[src/rtl/scroll_pkg.sv]
package scroll_pkg;
  localparam int ADDR_W   = 15;
  localparam int DOT_W    = 9;
  localparam int LINE_DOTS = 341;

  typedef logic [ADDR_W-1:0] vaddr_t;

  typedef enum logic [2:0] {
    OP_HOLD,
    OP_STEP_X,
    OP_STEP_Y,
    OP_LOAD_H,
    OP_LOAD_V
  } addr_op_e;

  // coarse X with carry into the horizontal nametable bit
  function automatic vaddr_t step_col(input vaddr_t a);
    vaddr_t r;
    r = a;
    if (a[4:0] == 5'd31) begin
      r[4:0] = 5'd0;
      r[10]  = ~a[10];
    end else begin
      r[4:0] = a[4:0] + 5'd1;
    end
    return r;
  endfunction

  // fine Y, then coarse Y with the two distinct wrap rules
  function automatic vaddr_t step_row(input vaddr_t a);
    vaddr_t r;
    r = a;
    if (a[14:12] != 3'd7) begin
      r[14:12] = a[14:12] + 3'd1;
    end else begin
      r[14:12] = 3'd0;
      case (a[9:5])
        5'd29: begin r[9:5] = 5'd0; r[11] = ~a[11]; end
        5'd31: r[9:5] = 5'd0;
        default: r[9:5] = a[9:5] + 5'd1;
      endcase
    end
    return r;
  endfunction

  function automatic vaddr_t load_horiz(input vaddr_t a, input vaddr_t t);
    vaddr_t r;
    r = a;
    r[10]  = t[10];
    r[4:0] = t[4:0];
    return r;
  endfunction

  function automatic vaddr_t load_vert(input vaddr_t a, input vaddr_t t);
    vaddr_t r;
    r = a;
    r[14:11] = t[14:11];
    r[9:5]   = t[9:5];
    return r;
  endfunction
endpackage

[src/rtl/scroll_raster_counter.sv]
module scroll_raster_counter
  import scroll_pkg::*;
#(
  parameter int LINES = 262,
  localparam int LINE_W = $clog2(LINES)
) (
  input  logic              clk,
  input  logic              rst_n,
  output logic [DOT_W-1:0]  dot,
  output logic [LINE_W-1:0] line
);
  localparam logic [DOT_W-1:0]  DOT_LAST  = DOT_W'(LINE_DOTS - 1);
  localparam logic [LINE_W-1:0] LINE_LAST = LINE_W'(LINES - 1);

  always_ff @(posedge clk) begin
    if (!rst_n) begin
      dot  <= '0;
      line <= '0;
    end else if (dot == DOT_LAST) begin
      dot  <= '0;
      line <= (line == LINE_LAST) ? '0 : line + 1'b1;
    end else begin
      dot <= dot + 1'b1;
    end
  end

  // counter ranges and line stepping
  a_r2_dot_range: assert property (@(posedge clk) disable iff (!rst_n)
    dot <= DOT_LAST);
  a_r2_line_hold: assert property (@(posedge clk) disable iff (!rst_n)
    dot != DOT_LAST |=> line == $past(line));
  a_r2_frame_wrap: assert property (@(posedge clk) disable iff (!rst_n)
    (dot == DOT_LAST && line == LINE_LAST) |=> (dot == '0 && line == '0));
endmodule

[src/rtl/scroll_op_decoder.sv]
module scroll_op_decoder
  import scroll_pkg::*;
#(
  parameter int VISIBLE_LINES = 240,
  parameter int LINES = 262,
  localparam int LINE_W = $clog2(LINES)
) (
  input  logic [DOT_W-1:0]  dot,
  input  logic [LINE_W-1:0] line,
  input  logic              render_en,
  output addr_op_e          op
);
  localparam logic [LINE_W-1:0] PRE_LINE = LINE_W'(LINES - 1);
  localparam logic [LINE_W-1:0] VIS_END  = LINE_W'(VISIBLE_LINES);

  logic draw_line;
  logic tile_edge;
  logic vert_window;

  always_comb begin
    draw_line   = (line < VIS_END) || (line == PRE_LINE);
    tile_edge   = ((dot[2:0] == 3'd0) && (dot != '0) && (dot < 9'd256)) ||
                  (dot == 9'd328) || (dot == 9'd336);
    vert_window = (line == PRE_LINE) && (dot >= 9'd280) && (dot <= 9'd304);
    op = OP_HOLD;
    if (render_en && draw_line) begin
      if (dot == 9'd256)      op = OP_STEP_Y;
      else if (dot == 9'd257) op = OP_LOAD_H;
      else if (tile_edge)     op = OP_STEP_X;
      else if (vert_window)   op = OP_LOAD_V;
    end
  end
endmodule

[src/rtl/scroll_addr_reg.sv]
module scroll_addr_reg
  import scroll_pkg::*;
(
  input  logic     clk,
  input  logic     rst_n,
  input  addr_op_e op,
  input  vaddr_t   tmp_addr,
  output vaddr_t   cur_addr
);
  vaddr_t next_addr;

  always_comb begin
    unique case (op)
      OP_STEP_X: next_addr = step_col(cur_addr);
      OP_STEP_Y: next_addr = step_row(cur_addr);
      OP_LOAD_H: next_addr = load_horiz(cur_addr, tmp_addr);
      OP_LOAD_V: next_addr = load_vert(cur_addr, tmp_addr);
      default:   next_addr = cur_addr;
    endcase
  end

  always_ff @(posedge clk) begin
    if (!rst_n) cur_addr <= '0;
    else        cur_addr <= next_addr;
  end

  // a hold decision leaves the register untouched
  a_r9_hold_stable: assert property (@(posedge clk) disable iff (!rst_n)
    op == OP_HOLD |=> $stable(cur_addr));
  // a column step never disturbs the row fields
  a_r3_rows_kept: assert property (@(posedge clk) disable iff (!rst_n)
    op == OP_STEP_X |=> (cur_addr[14:11] == $past(cur_addr[14:11]) &&
                         cur_addr[9:5] == $past(cur_addr[9:5])));
endmodule

[src/rtl/scroll_addr_seq.sv]
module scroll_addr_seq
  import scroll_pkg::*;
#(
  parameter int VISIBLE_LINES = 240,
  parameter int LINES = 262,
  localparam int LINE_W = $clog2(LINES)
) (
  input  logic              clk,
  input  logic              rst_n,
  input  logic              render_en,
  input  logic [14:0]       tmp_addr,
  output logic [8:0]        dot,
  output logic [LINE_W-1:0] line,
  output logic [14:0]       cur_addr
);
  addr_op_e op;

  scroll_raster_counter #(.LINES(LINES)) u_counter (
    .clk  (clk),
    .rst_n(rst_n),
    .dot  (dot),
    .line (line)
  );

  scroll_op_decoder #(.VISIBLE_LINES(VISIBLE_LINES), .LINES(LINES)) u_decode (
    .dot      (dot),
    .line     (line),
    .render_en(render_en),
    .op       (op)
  );

  scroll_addr_reg u_addr (
    .clk     (clk),
    .rst_n   (rst_n),
    .op      (op),
    .tmp_addr(tmp_addr),
    .cur_addr(cur_addr)
  );

  logic on_draw_line;
  assign on_draw_line = (line < LINE_W'(VISIBLE_LINES)) || (line == LINE_W'(LINES - 1));

  // disabled rendering or a non-rendering line freezes the address
  a_r9_disabled: assert property (@(posedge clk) disable iff (!rst_n)
    !render_en |=> cur_addr == $past(cur_addr));
  a_r9_idle_line: assert property (@(posedge clk) disable iff (!rst_n)
    !on_draw_line |=> cur_addr == $past(cur_addr));
  // column wrap carries into the horizontal nametable bit
  a_r4_col_wrap: assert property (@(posedge clk) disable iff (!rst_n)
    (render_en && on_draw_line && dot == 9'd328 && cur_addr[4:0] == 5'd31)
    |=> (cur_addr[4:0] == 5'd0 && cur_addr[10] != $past(cur_addr[10])));
  // row 29 flips the vertical nametable bit, row 31 does not
  a_r6_row29_wrap: assert property (@(posedge clk) disable iff (!rst_n)
    (render_en && on_draw_line && dot == 9'd256 && cur_addr[14:12] == 3'd7 &&
     cur_addr[9:5] == 5'd29)
    |=> (cur_addr[9:5] == 5'd0 && cur_addr[11] != $past(cur_addr[11])));
  a_r6_row31_wrap: assert property (@(posedge clk) disable iff (!rst_n)
    (render_en && on_draw_line && dot == 9'd256 && cur_addr[14:12] == 3'd7 &&
     cur_addr[9:5] == 5'd31)
    |=> (cur_addr[9:5] == 5'd0 && cur_addr[11] == $past(cur_addr[11])));
  // horizontal reload at dot 257
  a_r7_horiz_load: assert property (@(posedge clk) disable iff (!rst_n)
    (render_en && on_draw_line && dot == 9'd257)
    |=> (cur_addr[10] == $past(tmp_addr[10]) && cur_addr[4:0] == $past(tmp_addr[4:0])));
endmodule

[config.mk]
export PLATFORM = sky130hd
export DESIGN_NAME = scroll_addr_seq
export DESIGN_NICKNAME = d
export VERILOG_FILES = /design/src/rtl/scroll_pkg.sv /design/src/rtl/scroll_raster_counter.sv /design/src/rtl/scroll_op_decoder.sv /design/src/rtl/scroll_addr_reg.sv /design/src/rtl/scroll_addr_seq.sv
export SDC_FILE = /design/constraint.sdc
export NUM_CORES = 1
export LEC_CHECK = 0
export ABC_AREA = 1
export BUFFER_PORTS_ARGS = -buffer_cell sky130_fd_sc_hd__clkbuf_2
export CAP_MARGIN = 20
export CORE_MARGIN = 8
export CORE_UTILIZATION = 30
export DETAILED_ROUTE_END_ITERATION = 6
export PLACE_DENSITY = 0.55
export SETUP_SLACK_MARGIN = 0.1
export SLEW_MARGIN = 5
export SYNTH_ARGS = -nofsm -noshare
export SYNTH_HDL_FRONTEND = slang
export SYNTH_SLANG_ARGS = --single-unit
[constraint.sdc]
create_clock -name clk -period 2.2 [get_ports clk]
set_input_delay 0.11 -clock clk [delete_from_list [all_inputs] [get_ports clk]]
set_output_delay 0.11 -clock clk [all_outputs]
set_load 0.01 [all_outputs]
* Word-level counts from Yosys, hierarchy flattened
Index checks and enable logic that the tools add are counted.
** Word-level totals
- Register bits :: 33
- Input bits :: 18
- Output and inout bits :: 33
- Logic and storage cells :: 73
** Cells by class
- $add $sub $neg :: 5
- Order comparisons :: 4
- Equality and inequality tests :: 17
- Multiplexer cells :: 14
- Bitwise gates (word level) :: 7
- Reduce and logical (&&, ||, !) cells :: 19
** Operators with widths (count)
- case mux 15 bit (4 select lines) :: 1
- == test 9 bit (second input constant) :: 6
- adder 9 x 1 -> 9 bit (second input constant) :: 2
- 2-to-1 mux 3 bit :: 6
- == test 5 bit (second input constant) :: 3
- 2-to-1 mux 5 bit :: 3
- adder 5 x 1 -> 5 bit (second input constant) :: 2
- >= comparator 9 bit (second input constant) :: 1
- <= comparator 9 bit (second input constant) :: 1
- < comparator 9 x 8 -> 1 bit (second input constant) :: 1
- < comparator 9 bit (second input constant) :: 1
- 2-to-1 mux 9 bit :: 1
- nonzero test 9 bit :: 1
- AND reduction 4 bit :: 2
- NOT 1 bit :: 7
- == test 3 x 2 -> 1 bit (second input constant) :: 2
- AND reduction 3 bit :: 2
- logical AND 1 bit :: 5
- AND reduction 5 bit :: 1
- != test 2 bit (second input constant) :: 2
- nonzero test 2 bit :: 2
- OR reduction 2 bit :: 2
- adder 3 x 1 -> 3 bit (second input constant) :: 1
- == test 3 x 1 -> 1 bit (second input constant) :: 1
- other kinds (6) :: 10

* Longest topological paths before layout
- Word-level depth :: 12
- Depth in mapped cells :: 13
- Gate-level depth less buffers :: 13

* Modules after synthesis
A second synthesis with hierarchy kept.
** Unflattened totals
- Cell total of the unflattened synthesis :: 349
- Area total of the unflattened synthesis :: 2239.6 µm²
** By module, submodules not included
- scroll_raster_counter :: instances 1, cells each 150, area each 983.4 µm², seq. area each 360.3 µm²
- scroll_addr_reg :: instances 1, cells each 140, area each 973.4 µm², seq. area each 300.3 µm²
- scroll_op_decoder :: instances 1, cells each 59, area each 282.8 µm², seq. area each 0.0 µm²

* Worst setup path after synthesis
OpenSTA, ideal clock, no wires.
- Path kind :: register to register
- From :: register u_counter.line[0]
- To :: register u_addr.cur_addr[11]
- Setup time :: 0.113 ns
- Arrival :: 1.499 ns
- Required time :: 2.087 ns
- Path slack :: 0.588 ns
- Stages on the path, launching flop included :: 11
- Period minus slack after synthesis :: 1.612 ns
- Cell sequence :: dfxtp_1 > ha_1 > nand2_1 > nor2_1 > nand2_1 > inv_1 > nand3_4 > o21ai_4 > nand3_2 > nor2_1 > nor2_1
** Between the ends
- Longest elaborated chain between the ends :: 11
- Elaborated cells between the ends (all ways) :: 22
** RTL lines
- start: declaration :: RTL line scroll_raster_counter.sv:10 : output logic [LINE_W-1:0] line
- start signal: assignment :: RTL line scroll_raster_counter.sv:21 : line <= (line == LINE_LAST) ? '0 : line + 1'b1;
- == test 9 bit :: RTL line scroll_op_decoder.sv:21, scroll_op_decoder.sv:24
- logical AND 1 bit (2 in a row) :: RTL line scroll_op_decoder.sv:24 : vert_window = (line == PRE_LINE) && (dot >= 9'd280) && (dot <= 9'd304);
- 2-to-1 mux 3 bit :: RTL line scroll_op_decoder.sv:30 : else if (vert_window) op = OP_LOAD_V;
- 2-to-1 mux 3 bit :: RTL line scroll_op_decoder.sv:29 : else if (tile_edge) op = OP_STEP_X;
- 2-to-1 mux 3 bit :: RTL line scroll_op_decoder.sv:28 : else if (dot == 9'd257) op = OP_LOAD_H;
- 2-to-1 mux 3 bit :: RTL line scroll_op_decoder.sv:27 : if (dot == 9'd256) op = OP_STEP_Y;
- 2-to-1 mux 3 bit * :: RTL line scroll_op_decoder.sv:26 : if (render_en && draw_line) begin
- == test 3 x 2 -> 1 bit, or another cell as far along :: RTL line scroll_addr_reg.sv:13 : unique case (op)
- != test 2 bit (no source line), or another cell as far along
- AND reduction 5 bit (no source line)
- end signal: assignment :: RTL line scroll_addr_reg.sv:24 : else cur_addr <= next_addr;
- end: declaration :: RTL line scroll_addr_reg.sv:8 : output vaddr_t cur_addr
Every way passes the cells marked *; elsewhere a longest branch is shown, timed or not.
A chain may end at the register's enable or synchronous reset.

* Worst setup path after layout
- From :: register u_counter.line[1]
- To :: register u_addr.cur_addr[10]
** Between the ends
- Longest elaborated chain between the ends :: 11
- Elaborated cells between the ends (all ways) :: 21
** RTL lines (RTL line)
- == test 9 bit :: scroll_op_decoder.sv:21, scroll_op_decoder.sv:24
- logical AND 1 bit (2 in a row) :: scroll_op_decoder.sv:24
- 2-to-1 mux 3 bit :: scroll_op_decoder.sv:30
- 2-to-1 mux 3 bit :: scroll_op_decoder.sv:29
- 2-to-1 mux 3 bit :: scroll_op_decoder.sv:28
- 2-to-1 mux 3 bit :: scroll_op_decoder.sv:27
- 2-to-1 mux 3 bit * :: scroll_op_decoder.sv:26
- == test 3 x 1 -> 1 bit, or another cell as far along :: scroll_addr_reg.sv:13
- != test 2 x 1 -> 1 bit (no source line), or another cell as far along
- AND reduction 4 bit (no source line)
Marked as above.

==> impl_metrics.ini <==
[cts]
root_buffer = clkbuf_8
cts_sinks = 33
cts_buffer_depth = 2
cts_tree = yes
numCtsBuffers = 5
post_cts_buffers = 0
clkLatencyLatePin_ns = 0.28
htreeDepth = 2
cts.clk_slew.worst_paths_ns = 0.08

[routing]
via_count = 2037
drc = 0
routedWlPerCell_um = 11.4
routed_via_density = 4.40
wirelength_mm = 5.29
first_pass_iters = 4
ant_nets = 0
drt_iter0_markers = 46

[place]
port_buffers = 50
dpl_cell_area_um2 = 2490
hpwl_mm = 4.18
gp_congestion = 0.835

[logic_synthesis]
netlist_top_cells_count = 54 x nand2_1, 42 x inv_1, 42 x nor2_1, 33 x dfxtp_1, 25 x nand3_1
synth_top_area_frac = 0.308
syn-instance-count = 308
synth.area.top_cells = dfxtp_1 31%, nand2_1 9.5%, inv_1 7.4%, nor2_1 7.4%, ha_1 7.0%
synth-edff-count = 0
async_flop_share = 0
ys_types = 33
synth-seq-cells = 33
yosys_warnings = 0
yosysMostFrequentCell = nand2_1
synthesis.nets = 338
postSynthAreaPerCell_um2 = 6.96
yosysTopAreaCell = dfxtp_1
seq_area_frac_synth = 0.308
synth_flop_cell = dfxtp_1
syn-cell-area_um2 = 2140

[grt]
antenna_found_initial = 0
grt_pass1_wl_mm = 9.20
grt-ovfl-total = 0
grt_pass1_vias = 2075
grt_max_degree = 18
grt_usage = 0.110

[critical_path]
critPathMaxStageDelay_ns = 0.33
worstPathMaxFanout = 7
end_kind = flop
crit_path_start_kind = flop
slowest_stage = dfxtp_1
crit_type = reg2reg
arrival_ns = 1.94
crit_chain = inv_1, ha_1, nand2_1, nor2_1, nand2_2, nand2_2, nand3_4, nor2_2, nand3_1, nor2_1, nor2_1
crit_path_frequent_cell = nor2_1
required_ns = 2.38

[cells_and_area]
post_route_cells_drive_above_1_share = 0.247
design_area_um2 = 2580
final_core_util = 0.363
num-fill-cells = 816
n_antenna_cell = 0
synthToLayoutAreaGrowth_pct = 20.2
final_net_count = 393

[sta]
hold_violations = 0
slew_viol_final = 0
tightest_slew_ns = 0.425
setup_tns_ns = 0
period_minus_slack_ns = 1.76
setup_viol_count_final = 0
max_freq_mhz = 568
hold_ws_ns = 0.0963
rsz0062_at_grt = no
clock_skew_ns = 0.00809
relSlewSlack = 0.715
period_share = 0.800

[pwr]
vdd_drop_max_uv = 211
p_total_uw = 1160
leakage_uw = 0.00124
cellPowerDensity_nw_per_um2 = 449

[floorplan]
num_io_pins = 51
initial_utilization = 0.302
core_um2 = 7100
dieArea_um2 = 10100
rows = 31
dieWidth_um = 101
die_h_um = 101

[min_path]
min-delay-path-class = in2reg

[run]
cap_violations = 0

[status]
status = completed
cell type report:
cell class / instances / area [µm²] / area share
flip-flops and latches: 33 / 661 / 0.256
repair buffers: 50 / 250 / 0.0970
inverters: 48 / 180 / 0.0699
clock inverters: 2 / 10.0 / 0.00388
clock buffers: 6 / 72.6 / 0.0281
multi-input cells: 225 / 1280 / 0.497
well taps: 99 / 124 / 0.0480
layer usage:
| layer | track usage | vias up | wire length, µm |
|---|---|---|---|
| met1 | 0.130 | 880 | 2610 |
| met5 | 0 | - | 0 |
| met3 | 0.0338 | 5 | 280 |
| met4 | 0.0279 | 0 | 44 |
| met2 | 0.188 | 36 | 2360 |
| li1 | - | 1116 | - |
logic make-up after synthesis:
kind of cell / after synthesis / synth area share
simple gates: 161 / 0.381
buf+inv: 50 / 0.0957
compound gates: 47 / 0.125
flops: 33 / 0.308
fa+ha+maj: 12 / 0.0700
xor+xnor: 5 / 0.0204
critical path: cells and delay by family (launching register included):
kind	cells	cell delay (ns)
adders and majority gates	1	0.16
and+or+nand+nor	9	1.07
buffers and inverters	1	0.09
DFF	1	0.33
layout by cell type (no fill, tap or decap), types with 2 or more instances in the layout:
cell / Yosys / routed
nor2_4: 5 / 5
inv_2: 6 / 6
nor2_2: 3 / 3
xor2_1: 3 / 3
nand2_4: 5 / 5
clkbuf_8: 1 / 5
dfxtp_1: 33 / 33
ha_1: 12 / 12
a211oi_1: 2 / 2
nand3_1: 25 / 25
inv_1: 42 / 42
nor3_1: 7 / 7
nand3_4: 2 / 2
xnor2_1: 2 / 2
nor2_1: 42 / 42
o21ai_0: 16 / 16
o21ai_1: 2 / 2
nor3b_1: 2 / 2
a21oi_1: 20 / 20
nand2_1: 54 / 53
nand4_1: 7 / 7
nand2_2: 5 / 6
a21oi_2: 2 / 2
clkbuf_2: 0 / 50
clkinv_2: 0 / 2
registers in the layout, indices dropped and copies added (netlist names):
register	count
u_addr.cur_addr	15
u_counter.line	9
u_counter.dot	9
final timing paths:
kind                     start  cells after the start  slack (ns)             endpoint
min                tmp_addr[3]                      3         0.1   u_addr.cur_addr[3]
min reg2reg  u_counter.line[7]                      2        0.51    u_counter.line[7]
max reg2reg  u_counter.line[1]                     11        0.44  u_addr.cur_addr[10]
max          u_counter.line[1]                     11        0.44  u_addr.cur_addr[10]
timing repair:
action / CTS / global route
endpoints found under the setup margin: 0 / 1
hold buffers: 0 / 0
hold endpoints to repair: 0 / 0
gates resized for setup: 0 / 1
through the flow:
stage	instances	worst slack [ns]
4_1_cts	463	0.378
3_5_place_dp	455	0.396
5_1_grt	463	0.128
6_report	463	0.440
2_1_floorplan	308	0.588
3_3_place_gp	455	0.425
where the power goes:
part | leakage [µW] | internal, µW | switching, µW | total (µW)
Combinational | 0.000924 | 35.2 | 51.8 | 87.0
Sequential | 0.000266 | 603 | 9.86 | 613
Clock | 0.0000450 | 220 | 237 | 457
Total | 0.00124 | 858 | 299 | 1160
Note: power is estimated with default switching activity, not from simulation.
